`config.mk`:
```
export PLATFORM = sky130hd
export DESIGN_NAME = irq_halt_ctrl
export DESIGN_NICKNAME = d
export VERILOG_FILES = /design/src/rtl/irq_halt_pkg.sv /design/src/rtl/irq_flag_bank.sv /design/src/rtl/irq_cfg_regs.sv /design/src/rtl/irq_gate.sv /design/src/rtl/irq_halt_fsm.sv /design/src/rtl/irq_halt_ctrl.sv
export SDC_FILE = /design/constraint.sdc
export NUM_CORES = 1
export LEC_CHECK = 0
export BUFFER_PORTS_ARGS = -buffer_cell sky130_fd_sc_hd__clkbuf_2
export CORE_MARGIN = 2
export CORE_UTILIZATION = 46
export CTS_CLUSTER_SIZE = 24
export DETAILED_ROUTE_END_ITERATION = 7
export PLACE_DENSITY = 0.86
export SYNTH_ARGS = -nofsm -noshare
export SYNTH_HDL_FRONTEND = slang
export SYNTH_HIERARCHICAL = 1
export SYNTH_SLANG_ARGS = --single-unit
```
`constraint.sdc`:
```
create_clock -name clk_i -period 1.2 [get_ports clk_i]
set_input_delay 0.12 -clock clk_i [delete_from_list [all_inputs] [get_ports clk_i]]
set_output_delay 0.12 -clock clk_i [all_outputs]
set_load 0.02 [all_outputs]
```
`src/rtl/irq_halt_pkg.sv`:
```
package irq_halt_pkg;
  localparam int unsigned SRC_W = 32;

  typedef enum logic [1:0] {
    REG_ENABLE = 2'd0,
    REG_FLAGS  = 2'd1,
    REG_MASTER = 2'd2,
    REG_HALT   = 2'd3
  } reg_sel_e;

  typedef enum logic {
    CPU_RUN  = 1'b0,
    CPU_HALT = 1'b1
  } cpu_state_e;

  // bits 14 and 15 have no source
  localparam logic [SRC_W-1:0] VALID_MASK_DFLT = 32'hFFFF_3FFF;
  localparam int unsigned HALT_BIT_DFLT = 7;

  localparam int unsigned SRC_FRAME_BLANK = 0;
  localparam int unsigned SRC_LINE_BLANK  = 1;
  localparam int unsigned SRC_LINE_CMP    = 2;
  localparam int unsigned SRC_CNT0        = 3;
  localparam int unsigned SRC_SERIAL      = 7;
  localparam int unsigned SRC_COPY0       = 8;
  localparam int unsigned SRC_KEYS        = 12;
  localparam int unsigned SRC_SYNC        = 16;
  localparam int unsigned SRC_TXQ_EMPTY   = 17;
  localparam int unsigned SRC_RXQ_DATA    = 18;
  localparam int unsigned SRC_CART_DONE   = 19;
endpackage

```
`src/rtl/irq_flag_bank.sv`:
```
module irq_flag_bank #(
  parameter int unsigned     SRC_W      = 32,
  parameter logic [SRC_W-1:0] VALID_MASK = '1
) (
  input  logic             clk_i,
  input  logic             rst_ni,
  input  logic [SRC_W-1:0] req_i,
  input  logic             clr_we_i,
  input  logic [SRC_W-1:0] clr_data_i,
  output logic [SRC_W-1:0] flag_o
);
  logic [SRC_W-1:0] flag_q;

  for (genvar i = 0; i < SRC_W; i++) begin : g_bit
    logic clr_bit;
    assign clr_bit = clr_we_i & clr_data_i[i];
    always_ff @(posedge clk_i or negedge rst_ni) begin
      if (!rst_ni) flag_q[i] <= 1'b0;
      else         flag_q[i] <= VALID_MASK[i] & (req_i[i] | (flag_q[i] & ~clr_bit));
    end
  end

  assign flag_o = flag_q;
endmodule

```
`src/rtl/irq_cfg_regs.sv`:
```
module irq_cfg_regs #(
  parameter int unsigned      SRC_W      = 32,
  parameter logic [SRC_W-1:0] VALID_MASK = '1
) (
  input  logic             clk_i,
  input  logic             rst_ni,
  input  logic             en_we_i,
  input  logic             mst_we_i,
  input  logic [SRC_W-1:0] wdata_i,
  output logic [SRC_W-1:0] enable_o,
  output logic             master_o
);
  logic [SRC_W-1:0] enable_q;
  logic             master_q;

  always_ff @(posedge clk_i or negedge rst_ni) begin
    if (!rst_ni) begin
      enable_q <= '0;
      master_q <= 1'b0;
    end else begin
      if (en_we_i)  enable_q <= wdata_i & VALID_MASK;
      if (mst_we_i) master_q <= wdata_i[0];
    end
  end

  assign enable_o = enable_q;
  assign master_o = master_q;
endmodule

```
`src/rtl/irq_gate.sv`:
```
module irq_gate #(
  parameter int unsigned SRC_W = 32
) (
  input  logic [SRC_W-1:0] flag_i,
  input  logic [SRC_W-1:0] enable_i,
  input  logic             master_i,
  input  logic [SRC_W-1:0] req_i,
  output logic             irq_o,
  output logic             wake_o
);
  assign irq_o  = master_i & (|(flag_i & enable_i));
  // enable_i already excludes unimplemented bits
  assign wake_o = master_i & (|(req_i & enable_i));
endmodule

```
`src/rtl/irq_halt_fsm.sv`:
```
module irq_halt_fsm
  import irq_halt_pkg::*;
(
  input  logic clk_i,
  input  logic rst_ni,
  input  logic halt_req_i,
  input  logic wake_i,
  output logic halt_o
);
  cpu_state_e state_q, state_d;

  always_comb begin
    state_d = state_q;
    if (wake_i)          state_d = CPU_RUN;
    else if (halt_req_i) state_d = CPU_HALT;
  end

  always_ff @(posedge clk_i or negedge rst_ni) begin
    if (!rst_ni) state_q <= CPU_RUN;
    else         state_q <= state_d;
  end

  assign halt_o = (state_q == CPU_HALT);
endmodule

```
`src/rtl/irq_halt_ctrl.sv`:
```
module irq_halt_ctrl
  import irq_halt_pkg::*;
#(
  parameter int unsigned      HALT_BIT   = HALT_BIT_DFLT,
  parameter logic [SRC_W-1:0] VALID_MASK = VALID_MASK_DFLT
) (
  input  logic             clk_i,
  input  logic             rst_ni,
  input  logic [SRC_W-1:0] req_i,
  input  logic             reg_wr_i,
  input  logic [1:0]       reg_addr_i,
  input  logic [SRC_W-1:0] reg_wdata_i,
  output logic [SRC_W-1:0] reg_rdata_o,
  output logic             irq_o,
  output logic             halt_o
);
  reg_sel_e         sel;
  logic             en_we, flag_we, mst_we, halt_we;
  logic [SRC_W-1:0] flag_q, enable_q;
  logic             master_q;
  logic             wake;

  assign sel     = reg_sel_e'(reg_addr_i);
  assign en_we   = reg_wr_i & (sel == REG_ENABLE);
  assign flag_we = reg_wr_i & (sel == REG_FLAGS);
  assign mst_we  = reg_wr_i & (sel == REG_MASTER);
  assign halt_we = reg_wr_i & (sel == REG_HALT) & reg_wdata_i[HALT_BIT];

  irq_flag_bank #(.SRC_W(SRC_W), .VALID_MASK(VALID_MASK)) u_flags (
    .clk_i, .rst_ni, .req_i,
    .clr_we_i  (flag_we),
    .clr_data_i(reg_wdata_i),
    .flag_o    (flag_q)
  );

  irq_cfg_regs #(.SRC_W(SRC_W), .VALID_MASK(VALID_MASK)) u_cfg (
    .clk_i, .rst_ni,
    .en_we_i (en_we),
    .mst_we_i(mst_we),
    .wdata_i (reg_wdata_i),
    .enable_o(enable_q),
    .master_o(master_q)
  );

  irq_gate #(.SRC_W(SRC_W)) u_gate (
    .flag_i  (flag_q),
    .enable_i(enable_q),
    .master_i(master_q),
    .req_i,
    .irq_o,
    .wake_o  (wake)
  );

  irq_halt_fsm u_halt (
    .clk_i, .rst_ni,
    .halt_req_i(halt_we),
    .wake_i    (wake),
    .halt_o
  );

  always_comb begin
    unique case (sel)
      REG_ENABLE: reg_rdata_o = enable_q;
      REG_FLAGS:  reg_rdata_o = flag_q;
      REG_MASTER: reg_rdata_o = {{(SRC_W-1){1'b0}}, master_q};
      default:    reg_rdata_o = '0;
    endcase
  end
endmodule

```
# Yosys cells after proc, flatten, opt, wreduce, memory -nomap -nowiden
# Cells that the tools add are included.
word_totals:
  reg_bits: 62
  wordCells: 172
classes:
  n_reduce_logical: 4
  eq_ne: 3
  bitwise: 129
  mux: 3
op_table:
  columns: ["op", "n"]
  rows:
  - ["$pmux 32 s3", 1]
  - ["$and 1x1->1", 67]
  - ["$and 32x32->32", 2]
  - ["$reduce_or 32->1", 2]
  - ["$not 1->1", 30]
  - ["$or 1x1->1", 30]
  - ["$eq 2x2->1 const B", 2]
  - ["$eq 2x1->1 const B", 1]
  - ["$logic_not 2->1", 1]
  - ["$mux 1", 2]
  - ["$reduce_bool 2->1", 1]

# Depth between registers and ports, before layout
# Gate-level depths: netlist of run 1.
depth:
  ltp_word: 6
  ltp_mapped: 6

# By module
# Netlist of run 1, hierarchy kept.
modules_own_cells:
  columns: ["module", "cells_each", "area_per_inst_um2", "n_inst"]
  rows:
  - ["irq_cfg_regs", 68, 1290.0, 1]
  - ["irq_flag_bank", 96, 1141.1, 1]
  - ["irq_halt_ctrl", 79, 564.3, 1]
  - ["irq_gate", 42, 312.8, 1]
  - ["irq_halt_fsm", 2, 35.0, 1]

# Worst setup path before layout of run 1
# Ideal clock, no wire load.
synth_path:
  kind: "input to register"
  startpoint: "input port reg_addr_i[0]"
  endpoint: "register u_cfg.enable_q[0] (netlist: u_cfg/enable_o[0])"
  slack_ps: -274
  required_ps: 1075
  n_path_buf: 3
  arrival_time_ps: 1349
  stages: 5
  cell_sequence: "buf_6 -> buf_8 -> nor3b_1 -> buf_6 -> mux2_4"
synth_between:
  elab_chain_len: 2
synth_lines:
  columns: ["item", "line", "source"]
  rows:
  - ["from (decl)", "irq_halt_ctrl.sv:11", "input logic [1:0] reg_addr_i,"]
  - ["$logic_not 2->1", "irq_halt_ctrl.sv:24", "assign en_we = reg_wr_i & (sel == REG_ENABLE);"]
  - ["$and 1x1->1", "irq_halt_ctrl.sv:24", null]
  - ["net en_we", "irq_halt_ctrl.sv:18", "logic en_we, flag_we, mst_we, halt_we;"]
  - ["to (signal assigned)", "irq_cfg_regs.sv:21", "if (en_we_i) enable_q <= wdata_i & VALID_MASK;"]
  - ["to (decl)", "irq_cfg_regs.sv:13", "logic [SRC_W-1:0] enable_q;"]
# The timed path passes the listed nets, and every way through them passes these cells.
# A chain may end at the register's enable or synchronous reset.

# Worst setup path in the final report of run 1
layout_path:
  startpoint: "register u_flags.flag_q[8] (netlist: u_flags/flag_o[8])"
  endpoint: "output port irq_o"
layout_between:
  elab_chain_len: 3
layout_lines:
  columns: ["item", "line", "source"]
  rows:
  - ["from (decl)", "irq_flag_bank.sv:12", "logic [SRC_W-1:0] flag_q;"]
  - ["from (signal, indexed assignment)", "irq_flag_bank.sv:19", "else flag_q[i] <= VALID_MASK[i] & (req_i[i] | (flag_q[i] & ~clr_bit));"]
  - ["$and 32x32->32", "irq_gate.sv:11", "assign irq_o = master_i & (|(flag_i & enable_i));"]
  - ["$reduce_or 32->1", "irq_gate.sv:11", null]
  - ["$and 1x1->1", "irq_gate.sv:11", null]
  - ["to (decl)", "irq_halt_ctrl.sv:14", "output logic irq_o,"]
# No other way between the ends.

==> flow_metrics.tcl, run 1 <==
set metrics [dict create \
    critical_path.endpoint "irq_o" \
    post-route-cell-area_um2 5160 \
    area_inside_the_core_boundary_um2 7140 \
    synth_top_area_share_pct 46.4 \
    grt_start_max_net_pins 63 \
    wl_per_cell_um 18.0 \
    post_synth_top_flop "sky130_fd_sc_hd__dfrtp_1" \
    cap_violations 0 \
    remaining_drc_errors 0 \
    synth_most_common_cell "sky130_fd_sc_hd__dfrtp_1" \
    floorplan.io_pins 103 \
    dr.pass1.iters 5 \
    timing.critical_path.from_type "flop" \
    synth-edff-count 0 \
    grt_setup_unrepaired "yes" \
    initial_utilization_pct 46.8 \
    yosysUniqueCellTypes 22 \
    wire_length_of_the_first_global_routing_pass_mm 15.3 \
    hold_path.class "primary input to flop" \
    reg2reg_from "u_cfg/enable_o[9]" \
    ys_seq_elements 62 \
    clock_latency_ns 0.35 \
    remaining_number_of_nets_flagged_by_the_antenna_check_after_routing 0 \
    status "complete, but fails checks" \
    r2r_cells 5 \
    report.final.setup_viol 32 \
    drive_gt1_share_pct 48.4 \
    critical-path-max-stage-delay_ns 0.51 \
    min_from "reg_wdata_i[9]" \
    dr_total_vias 3182 \
    worstPathCellList "a22oi_2 -> nand4_1 -> o41a_1 -> buf_6" \
    drtIter0Drc 200 \
    clockBufferDepth 2 \
    synth.cell_area_um2 3340 \
    syn_avg_cell_area_um2 11.6 \
    worstSetupPathType "flop to output port" \
    yosys-top-cells-area "sky130_fd_sc_hd__dfrtp_1 46%, sky130_fd_sc_hd__mux2_4 13%, sky130_fd_sc_hd__mux2i_1 9.6%" \
    timing.rr.end "u_halt/halt_o" \
    hold_slack_ns 0.0187 \
    post_synth_inst_count 287 \
    die_width_um 89.3 \
    sequential_area_share_after_synthesis_pct 46.4 \
    worst_case_vdd_ir_drop_mv 0.741 \
    cellPowerDensity_nw_per_um2 1310 \
    violations_in_the_final_reports "setup timing" \
    cts_root_buf "sky130_fd_sc_hd__clkbuf_8" \
    cp_max_fo 2 \
    finalMaxSlewViolations 0 \
    startpoint "u_flags/flag_o[8]" \
    cell_row_count 31 \
    cts-htree-levels 3 \
    tritoncts "done" \
    synthesis.yosys.warnings 6 \
    first_global_vias 3186 \
    detailed_place.area_um2 4310 \
    final_layout_net_count 552 \
    yosysTopAreaCell "sky130_fd_sc_hd__dfrtp_1" \
    r2r_setup_slack_ns -0.54 \
    achievable-frequency_ghz 0.515 \
    clk_pin_slew_ns 0.09 \
    postRouteWirelength_mm 10.6 \
    antenna_found_initial 0 \
    nFillCells 496 \
    floorplan.die_area_um2 7970 \
    clkSinkCount 62 \
    timing.final.ws_setup_ns -0.740 \
    numPortBuffers 98 \
    globalRoute.totalOverflow 0 \
    synthToLayoutAreaGrowth_pct 54.2 \
    fin_worst_skew_ns 0.0183 \
    dp_hpwl_mm 6.70 \
    critical_path_required_ns 1.08 \
    critPathCaptureType "output port" \
    synth_commonest_cells "62 x sky130_fd_sc_hd__dfrtp_1, 33 x sky130_fd_sc_hd__nor2_1, 32 x sky130_fd_sc_hd__a22oi_1, 32 x sky130_fd_sc_hd__mux2i_1, 32 x sky130_fd_sc_hd__nand2_1" \
    groute.usage.overall_pct 25.7 \
    synth_async_sr_flop_share_pct 100 \
    multi_input_comb_area_um2 1690 \
    gp_congestion 0.862 \
    cellLeakagePower_nw 2.44 \
    worst_ep_arrival_time_ns 1.82 \
    chipHeight_um 89.3 \
    finalCritPeriodShare_pct 162 \
    area.sequential_um2 1550 \
    cts_inserted_buffers 9 \
    via_per_instance_ratio 5.42 \
    total_count_of_hold_check_failures_in_the_final_report 0 \
    layout_min_cycle_time_ns 1.94 \
    total_inserted_antenna_cells 0 \
    critical-path-slowest-cell "sky130_fd_sc_hd__o41a_1" \
]
## stage by stage
| step | worst slack, ns | util [%] | instances | power, mW | TNS [ns] |
|---|---|---|---|---|---|
| final | -0.740 | 72.2 | 587 | 6.76 | -5.84 |
| after global routing | -0.802 | 72.2 | 587 | 7.04 | -7.85 |
| after CTS | -0.653 | 68.2 | 570 | 6.46 | -5.62 |
| after detailed placement | -0.345 | 60.4 | 527 | 4.21 | -1.55 |
| after global placement | -0.338 | 60.4 | 527 | 4.16 | -0.957 |
| after floorplan | -0.103 | - | 289 | 3.48 | -1.55 |
## cells by family after synthesis
family          share of synthesized area, %
compound gates                          15.0
buf+inv                                 5.43
flops                                   46.4
mux                                     23.4
other cells                            0.225
simple gates                            9.51
## routing by layer
layer  GRT usage, %  part of all wire [%]
met2           44.9                    52
met4           9.63                   3.0
met5              0                     0
met3           6.28                   7.0
met1           30.6                    38
## flip-flops by register name, summed over array words and instances (netlist names)
name / flops
u_cfg/master_o: 1
u_halt/halt_o: 1
u_cfg/enable_o: 30
u_flags/flag_o: 30
## cell type report
type	count	share of cell area [%]
clock inverters	7	2.01
repair buffers	201	30.3
clock buffers	9	2.40
flip-flops and latches	62	30.1
multi-input cells	209	32.8
well taps	99	2.40
## how the worst min path moves through the flow
stage	endpoint	slack, ns	depth (start not counted)
final	u_cfg/enable_o[9]	0.02	2
after global routing	u_flags/flag_o[0]	0.006	2
after CTS	u_flags/flag_o[3]	0.002	2
after detailed placement	u_cfg/enable_o[4]	0.16	2
after global placement	u_cfg/enable_o[4]	0.16	2
after floorplan	u_cfg/enable_o[0]	-0.18	0
## critical path, delay by kind of cell (launching register included)
family                 cells  cell delay [ns]
AO/OA/AOI/OAI              2             0.71
flip-flops                 1             0.42
AND/OR/NAND/NOR            1             0.19
buffers and inverters      1             0.16
## what timing repair did
item / 4_1_cts / 5_1_grt
pin swaps: 5 / 24
hold endpoints to repair: 85 / 1
resized for setup: 17 / 79
setup buffers: 6 / 28
setup endpoints to repair: 32 / 32
hold buffers: 24 / 1
## report_power, final
group | leakage (nW) | internal (mW) | switching (mW) | total (mW)
Sequential | 0.654 | 2.33 | 0.248 | 2.57
Combinational | 1.68 | 1.20 | 0.877 | 2.08
Clock | 0.108 | 1.20 | 0.913 | 2.11
## cells in the final DEF (no fill, tap or decap)
master,n
sky130_fd_sc_hd__a21o_1,30
sky130_fd_sc_hd__nand3b_1,1
sky130_fd_sc_hd__o21ai_1,1
sky130_fd_sc_hd__nand2_1,32
sky130_fd_sc_hd__conb_1,4
sky130_fd_sc_hd__nand4_1,8
sky130_fd_sc_hd__clkbuf_8,9
sky130_fd_sc_hd__mux2_2,1
sky130_fd_sc_hd__dfrtp_1,62
sky130_fd_sc_hd__a22oi_1,20
sky130_fd_sc_hd__o21ba_1,1
sky130_fd_sc_hd__a22oi_2,12
sky130_fd_sc_hd__buf_4,67
sky130_fd_sc_hd__buf_2,7
sky130_fd_sc_hd__buf_6,28
sky130_fd_sc_hd__clkbuf_2,68
sky130_fd_sc_hd__inv_6,2
sky130_fd_sc_hd__o41a_1,2
sky130_fd_sc_hd__mux2i_1,32
sky130_fd_sc_hd__and3b_1,1
sky130_fd_sc_hd__nor3b_4,1
sky130_fd_sc_hd__dlygate4sd3_1,25
sky130_fd_sc_hd__mux2_4,30
sky130_fd_sc_hd__buf_12,6
sky130_fd_sc_hd__inv_8,1
sky130_fd_sc_hd__nor2_1,33
sky130_fd_sc_hd__clkinvlp_4,2
sky130_fd_sc_hd__bufinv_16,2
Note: power is estimated with default switching activity, not from simulation.
==> run 2, diff against run 1 <==
--- a/config.mk
+++ b/config.mk
@@ -10,7 +10,7 @@
 export CORE_UTILIZATION = 46
 export CTS_CLUSTER_SIZE = 24
 export DETAILED_ROUTE_END_ITERATION = 7
-export PLACE_DENSITY = 0.86
+export PLACE_DENSITY = 0.83
 export SYNTH_ARGS = -nofsm -noshare
 export SYNTH_HDL_FRONTEND = slang
 export SYNTH_HIERARCHICAL = 1
==> constraint.sdc (replaced) <==
create_clock -name clk_i -period 2.1 [get_ports clk_i]
set_input_delay 0.21 -clock clk_i [delete_from_list [all_inputs] [get_ports clk_i]]
set_output_delay 0.21 -clock clk_i [all_outputs]
set_load 0.02 [all_outputs]
==> flow_metrics.tcl, run 2 (synthesis results as in run 1) <==
set metrics [dict create \
    p_switching_mw 1.00 \
    slew-limit-headroom_pct 60.6 \
    multi_input_comb_area_um2 1620 \
    critical-path-slowest-cell "sky130_fd_sc_hd__o41a_1" \
    fin_worst_skew_ns 0.00825 \
    cts-hold-fix-buffers 1 \
    timing.critical_path.from_type "flop" \
    globalRoute.totalOverflow 0 \
    critPathCaptureType "output port" \
    detailed_place.area_um2 3860 \
    pwr-share-seq_pct 42.0 \
    cp_max_fo 4 \
    numPortBuffers 98 \
    mostFrequentLayoutCells "98 x sky130_fd_sc_hd__clkbuf_2, 62 x sky130_fd_sc_hd__dfrtp_1, 33 x sky130_fd_sc_hd__nor2_1" \
    relative_contribution_of_the_clock_network_to_total_power_pct 36.1 \
    comb_power_share_pct 21.8 \
    floorplan.io_pins 103 \
    placement.setup.worst_slack_ns 0.488 \
    dr_total_vias 2605 \
    critical_path.endpoint "irq_o" \
    drtIter0Drc 130 \
    internal_power_mw 2.50 \
    antenna_found_initial 0 \
    finalCritPeriodShare_pct 96.2 \
    layout_min_cycle_time_ns 2.02 \
    critical_path_required_ns 1.89 \
    final_layout_net_count 458 \
    design_power_total_mw 3.51 \
    worstPathCellList "a22oi_1 -> nand4_1 -> o41a_1 -> clkbuf_2" \
    layout.cells.non_filler 493 \
    tritoncts "done" \
    clockBufferDepth 2 \
    r2r_setup_slack_ns 0.54 \
    timing.rr.end "u_halt/halt_o" \
    achievable-frequency_ghz 0.495 \
    worst_case_vdd_ir_drop_mv 0.399 \
    cts_root_buf "sky130_fd_sc_hd__clkbuf_8" \
    wl_per_cell_um 17.0 \
    via_per_instance_ratio 5.28 \
    report.final.setup_viol 0 \
    area_inside_the_core_boundary_um2 7140 \
    grt_start_max_net_pins 27 \
    postRouteWirelength_mm 8.37 \
    hold_slack_ns 0.0637 \
    initial_utilization_pct 46.8 \
    final_common_cell "sky130_fd_sc_hd__clkbuf_2" \
    die_width_um 89.3 \
    power_switching_share_pct 28.6 \
    status "completed" \
    cts_setup_buffers 0 \
    nFillCells 663 \
    reg2reg_from "u_cfg/enable_o[11]" \
    postcts_resize_cnt 0 \
    groute.usage.overall_pct 22.2 \
    timing.final.ws_setup_ns 0.0804 \
    chipHeight_um 89.3 \
    worstSetupPathType "flop to output port" \
    hold_path.class "primary input to flop" \
    cap_violations 0 \
    dp_hpwl_mm 6.12 \
    total_inserted_antenna_cells 0 \
    gp_congestion 0.864 \
    startpoint "u_cfg/enable_o[3]" \
    wire_length_of_the_first_global_routing_pass_mm 13.1 \
    cell_row_count 31 \
    synthToLayoutAreaGrowth_pct 22.9 \
    cellLeakagePower_nw 1.94 \
    cts-htree-levels 3 \
    fin_setup_tns_ns 0 \
    r2r_cells 4 \
    post-route-cell-area_um2 4110 \
    cellPowerDensity_nw_per_um2 853 \
    grt_setup_unrepaired "no" \
    drive_gt1_share_pct 38.8 \
    cts_inserted_buffers 9 \
    final_core_util_pct 57.6 \
    first_global_vias 2624 \
    clk_pin_slew_ns 0.07 \
    clkSinkCount 62 \
    remaining_number_of_nets_flagged_by_the_antenna_check_after_routing 0 \
    area.sequential_um2 1550 \
    total_count_of_hold_check_failures_in_the_final_report 0 \
    max_slew.worst_pin.slew_ns 0.591 \
    worst_ep_arrival_time_ns 1.81 \
    critical-path-max-stage-delay_ns 0.42 \
    finalMaxSlewViolations 0 \
    dr.pass1.iters 4 \
    clock_latency_ns 0.35 \
    remaining_drc_errors 0 \
    placedCellCount 476 \
    floorplan.die_area_um2 7970 \
]
==> run 2: routing by layer <==
metal / vias to the layer above / share of wire [%] / track usage [%]
met5: - / 0 / 0
met4: 0 / 1.5 / 8.68
met3: 12 / 6.4 / 4.99
met2: 89 / 47 / 34.5
met1: 1265 / 45 / 30.5
li1: 1239 / - / -
==> run 2: area by class of cell <==
type	instances	share of cell area, %
clock buffer	10	3.11
clock inverter	6	2.68
multi-input combinational	209	39.5
sequential	62	37.8
tap	99	3.01
timing repair buffer	107	13.9
==> run 2: worst min-delay path by stage <==
stage | startpoint | cells after the start | to
after detailed placement | rst_ni | 1 | u_flags/flag_o[10]
after global placement | rst_ni | 1 | u_cfg/enable_o[4]
after global routing | req_i[9] | 2 | u_flags/flag_o[9]
after CTS | req_i[12] | 2 | u_flags/flag_o[12]
final | req_i[9] | 2 | u_flags/flag_o[9]
after floorplan | rst_ni | 0 | u_cfg/enable_o[0]
==> run 2: critical path, delay by kind of cell (launching register included) <==
kind / cells / cell delay (ns)
AO/OA/AOI/OAI: 2 / 0.73
buffers and inverters: 1 / 0.17
flip-flops: 1 / 0.41
AND/OR/NAND/NOR: 1 / 0.15
==> run 2: power groups by stage <==
stage	logic, mW	clock network [mW]	registers, mW
floorplan	0.529	0	1.45
global placement	0.747	0	1.48
detailed placement	0.762	0	1.49
CTS	0.767	1.28	1.47
global route	0.824	1.34	1.49
finish	0.765	1.27	1.47
==> run 3, diff against run 2 <==
--- a/config.mk
+++ b/config.mk
@@ -10,6 +10,7 @@
 export CORE_UTILIZATION = 46
 export CTS_CLUSTER_SIZE = 24
 export DETAILED_ROUTE_END_ITERATION = 7
+export HOLD_SLACK_MARGIN = 0.08
 export PLACE_DENSITY = 0.83
 export SYNTH_ARGS = -nofsm -noshare
 export SYNTH_HDL_FRONTEND = slang
==> flow_metrics.tcl, run 3 (synthesis results as in run 1) <==
set metrics [dict create \
    fin_worst_skew_ns 0.00715 \
    r2r_setup_slack_ns 0.54 \
    status "completed" \
    area_inside_the_core_boundary_um2 7140 \
    first_global_vias 2799 \
    synthToLayoutAreaGrowth_pct 31.3 \
    via_per_instance_ratio 5.24 \
    tritoncts "done" \
    chipHeight_um 89.3 \
    worst_case_vdd_ir_drop_mv 0.386 \
    postRouteWirelength_mm 8.69 \
    wl_per_cell_um 16.7 \
    drtIter0Drc 124 \
    layout.cells.non_filler 521 \
    initial_utilization_pct 46.8 \
    worst-path-buf-inv 1 \
    hold_slack_ns 0.0872 \
    final_layout_net_count 486 \
    critical-path-max-stage-delay_ns 0.43 \
    clkSinkCount 62 \
    cts_setup_buffers 0 \
    dr_total_vias 2728 \
    placedCellCount 476 \
    groute.usage.overall_pct 23.3 \
    area.sequential_um2 1550 \
    reg2reg_from "u_cfg/enable_o[11]" \
    clock_latency_ns 0.35 \
    critical-path-slowest-cell "sky130_fd_sc_hd__o41a_1" \
    die_width_um 89.3 \
    layout_min_cycle_time_ns 2.00 \
    wire_length_of_the_first_global_routing_pass_mm 13.7 \
    worstHoldPathCells 2 \
    cellLeakagePower_nw 2.05 \
    cap_violations 0 \
    worst_ep_arrival_time_ns 1.79 \
    gp_congestion 0.864 \
    antenna_found_initial 0 \
    cts_inserted_buffers 9 \
    cts_root_buf "sky130_fd_sc_hd__clkbuf_8" \
    fin_setup_tns_ns 0 \
    slew-limit-headroom_pct 60.8 \
    nFillCells 630 \
    startpoint "u_cfg/enable_o[3]" \
    finalMaxSlewViolations 0 \
    final_common_cell "sky130_fd_sc_hd__clkbuf_2" \
    cp_max_fo 4 \
    cpLargestDelayFamily "compound AO/OA/AOI/OAI gates" \
    remaining_number_of_nets_flagged_by_the_antenna_check_after_routing 0 \
    post-route-cell-area_um2 4390 \
    drive_gt1_share_pct 36.3 \
    report.final.setup_viol 0 \
    cp_num_cells 4 \
    timing.critical_path.from_type "flop" \
    globalRoute.totalOverflow 0 \
    critical_path_required_ns 1.89 \
    total_count_of_hold_check_failures_in_the_final_report 0 \
    mostFrequentLayoutCells "98 x sky130_fd_sc_hd__clkbuf_2, 62 x sky130_fd_sc_hd__dfrtp_1, 33 x sky130_fd_sc_hd__nor2_1" \
    grt_setup_unrepaired "no" \
    grt_start_max_net_pins 27 \
    worstPathCellList "a22oi_1 -> nand4_1 -> o41a_1 -> clkbuf_2" \
    total_inserted_antenna_cells 0 \
    floorplan.io_pins 103 \
    numPortBuffers 98 \
    r2r_cells 4 \
    finalCritPeriodShare_pct 95.3 \
    detailed_place.area_um2 3860 \
    design_power_total_mw 3.55 \
    dr.pass1.iters 4 \
    multi_input_comb_area_um2 1620 \
    timing.rr.end "u_halt/halt_o" \
    remaining_drc_errors 0 \
    critPathCaptureType "output port" \
    hold_path.class "primary input to flop" \
    dp_hpwl_mm 6.12 \
    cellPowerDensity_nw_per_um2 808 \
    clk_pin_slew_ns 0.08 \
    achievable-frequency_ghz 0.499 \
    clockBufferDepth 2 \
    max_slew.worst_pin.slew_ns 0.587 \
    worstSetupPathType "flop to output port" \
    floorplan.die_area_um2 7970 \
    critical_path.endpoint "irq_o" \
    cell_row_count 31 \
    cts-htree-levels 3 \
]
-- run 3: cell count changes in the layout (fill, tap and decap cells not counted), sizes merged --
cell	previous run	this run
dlygate4sd3	1	29
-- run 3: repair_timing --
action / 4_1_cts / 5_1_grt
hold endpoints to repair: 50 / 0
gates resized for setup: 0 / 0
hold buffers: 29 / 0
-- run 3: worst min path at each step --
stage | startpoint | to | slack, ns
6_report | req_i[24] | u_flags/flag_o[24] | 0.09
2_1_floorplan | rst_ni | u_cfg/enable_o[0] | -0.09
3_5_place_dp | rst_ni | u_flags/flag_o[10] | 0.24
5_1_grt | req_i[24] | u_flags/flag_o[24] | 0.08
3_3_place_gp | rst_ni | u_cfg/enable_o[4] | 0.23
4_1_cts | req_i[24] | u_flags/flag_o[24] | 0.08
-- run 3: per-layer routing --
metal	global-route usage [%]	routed length [um]	vias to the layer above
met5	0	0	-
met4	10.6	155	0
met2	36.7	4160	87
met1	31.3	3930	1334
met3	4.62	444	13
li1	-	-	1294
-- run 3: cell type report --
class,count,area share (%)
Multi-Input combinational cell,209,37.0
Sequential cell,62,35.3
Timing Repair Buffer,135,19.4
Clock buffer,10,2.91
Tap cell,99,2.82
Clock inverter,6,2.51
-- run 3: power by group --
group	total (mW)	leakage (nW)	internal, mW	switching [mW]
Combinational	0.810	1.29	0.421	0.390
Sequential	1.47	0.654	1.33	0.143
Clock	1.26	0.112	0.786	0.478
Total	3.55	2.05	2.54	1.01
-- run 3: per-stage QoR --
step                      setup WS [ns]  util, %
after floorplan                   0.536        -
after global routing             0.0333     61.5
after detailed placement          0.488     54.1
after global placement            0.516     54.1
after CTS                         0.112     61.5
final                            0.0978     61.5
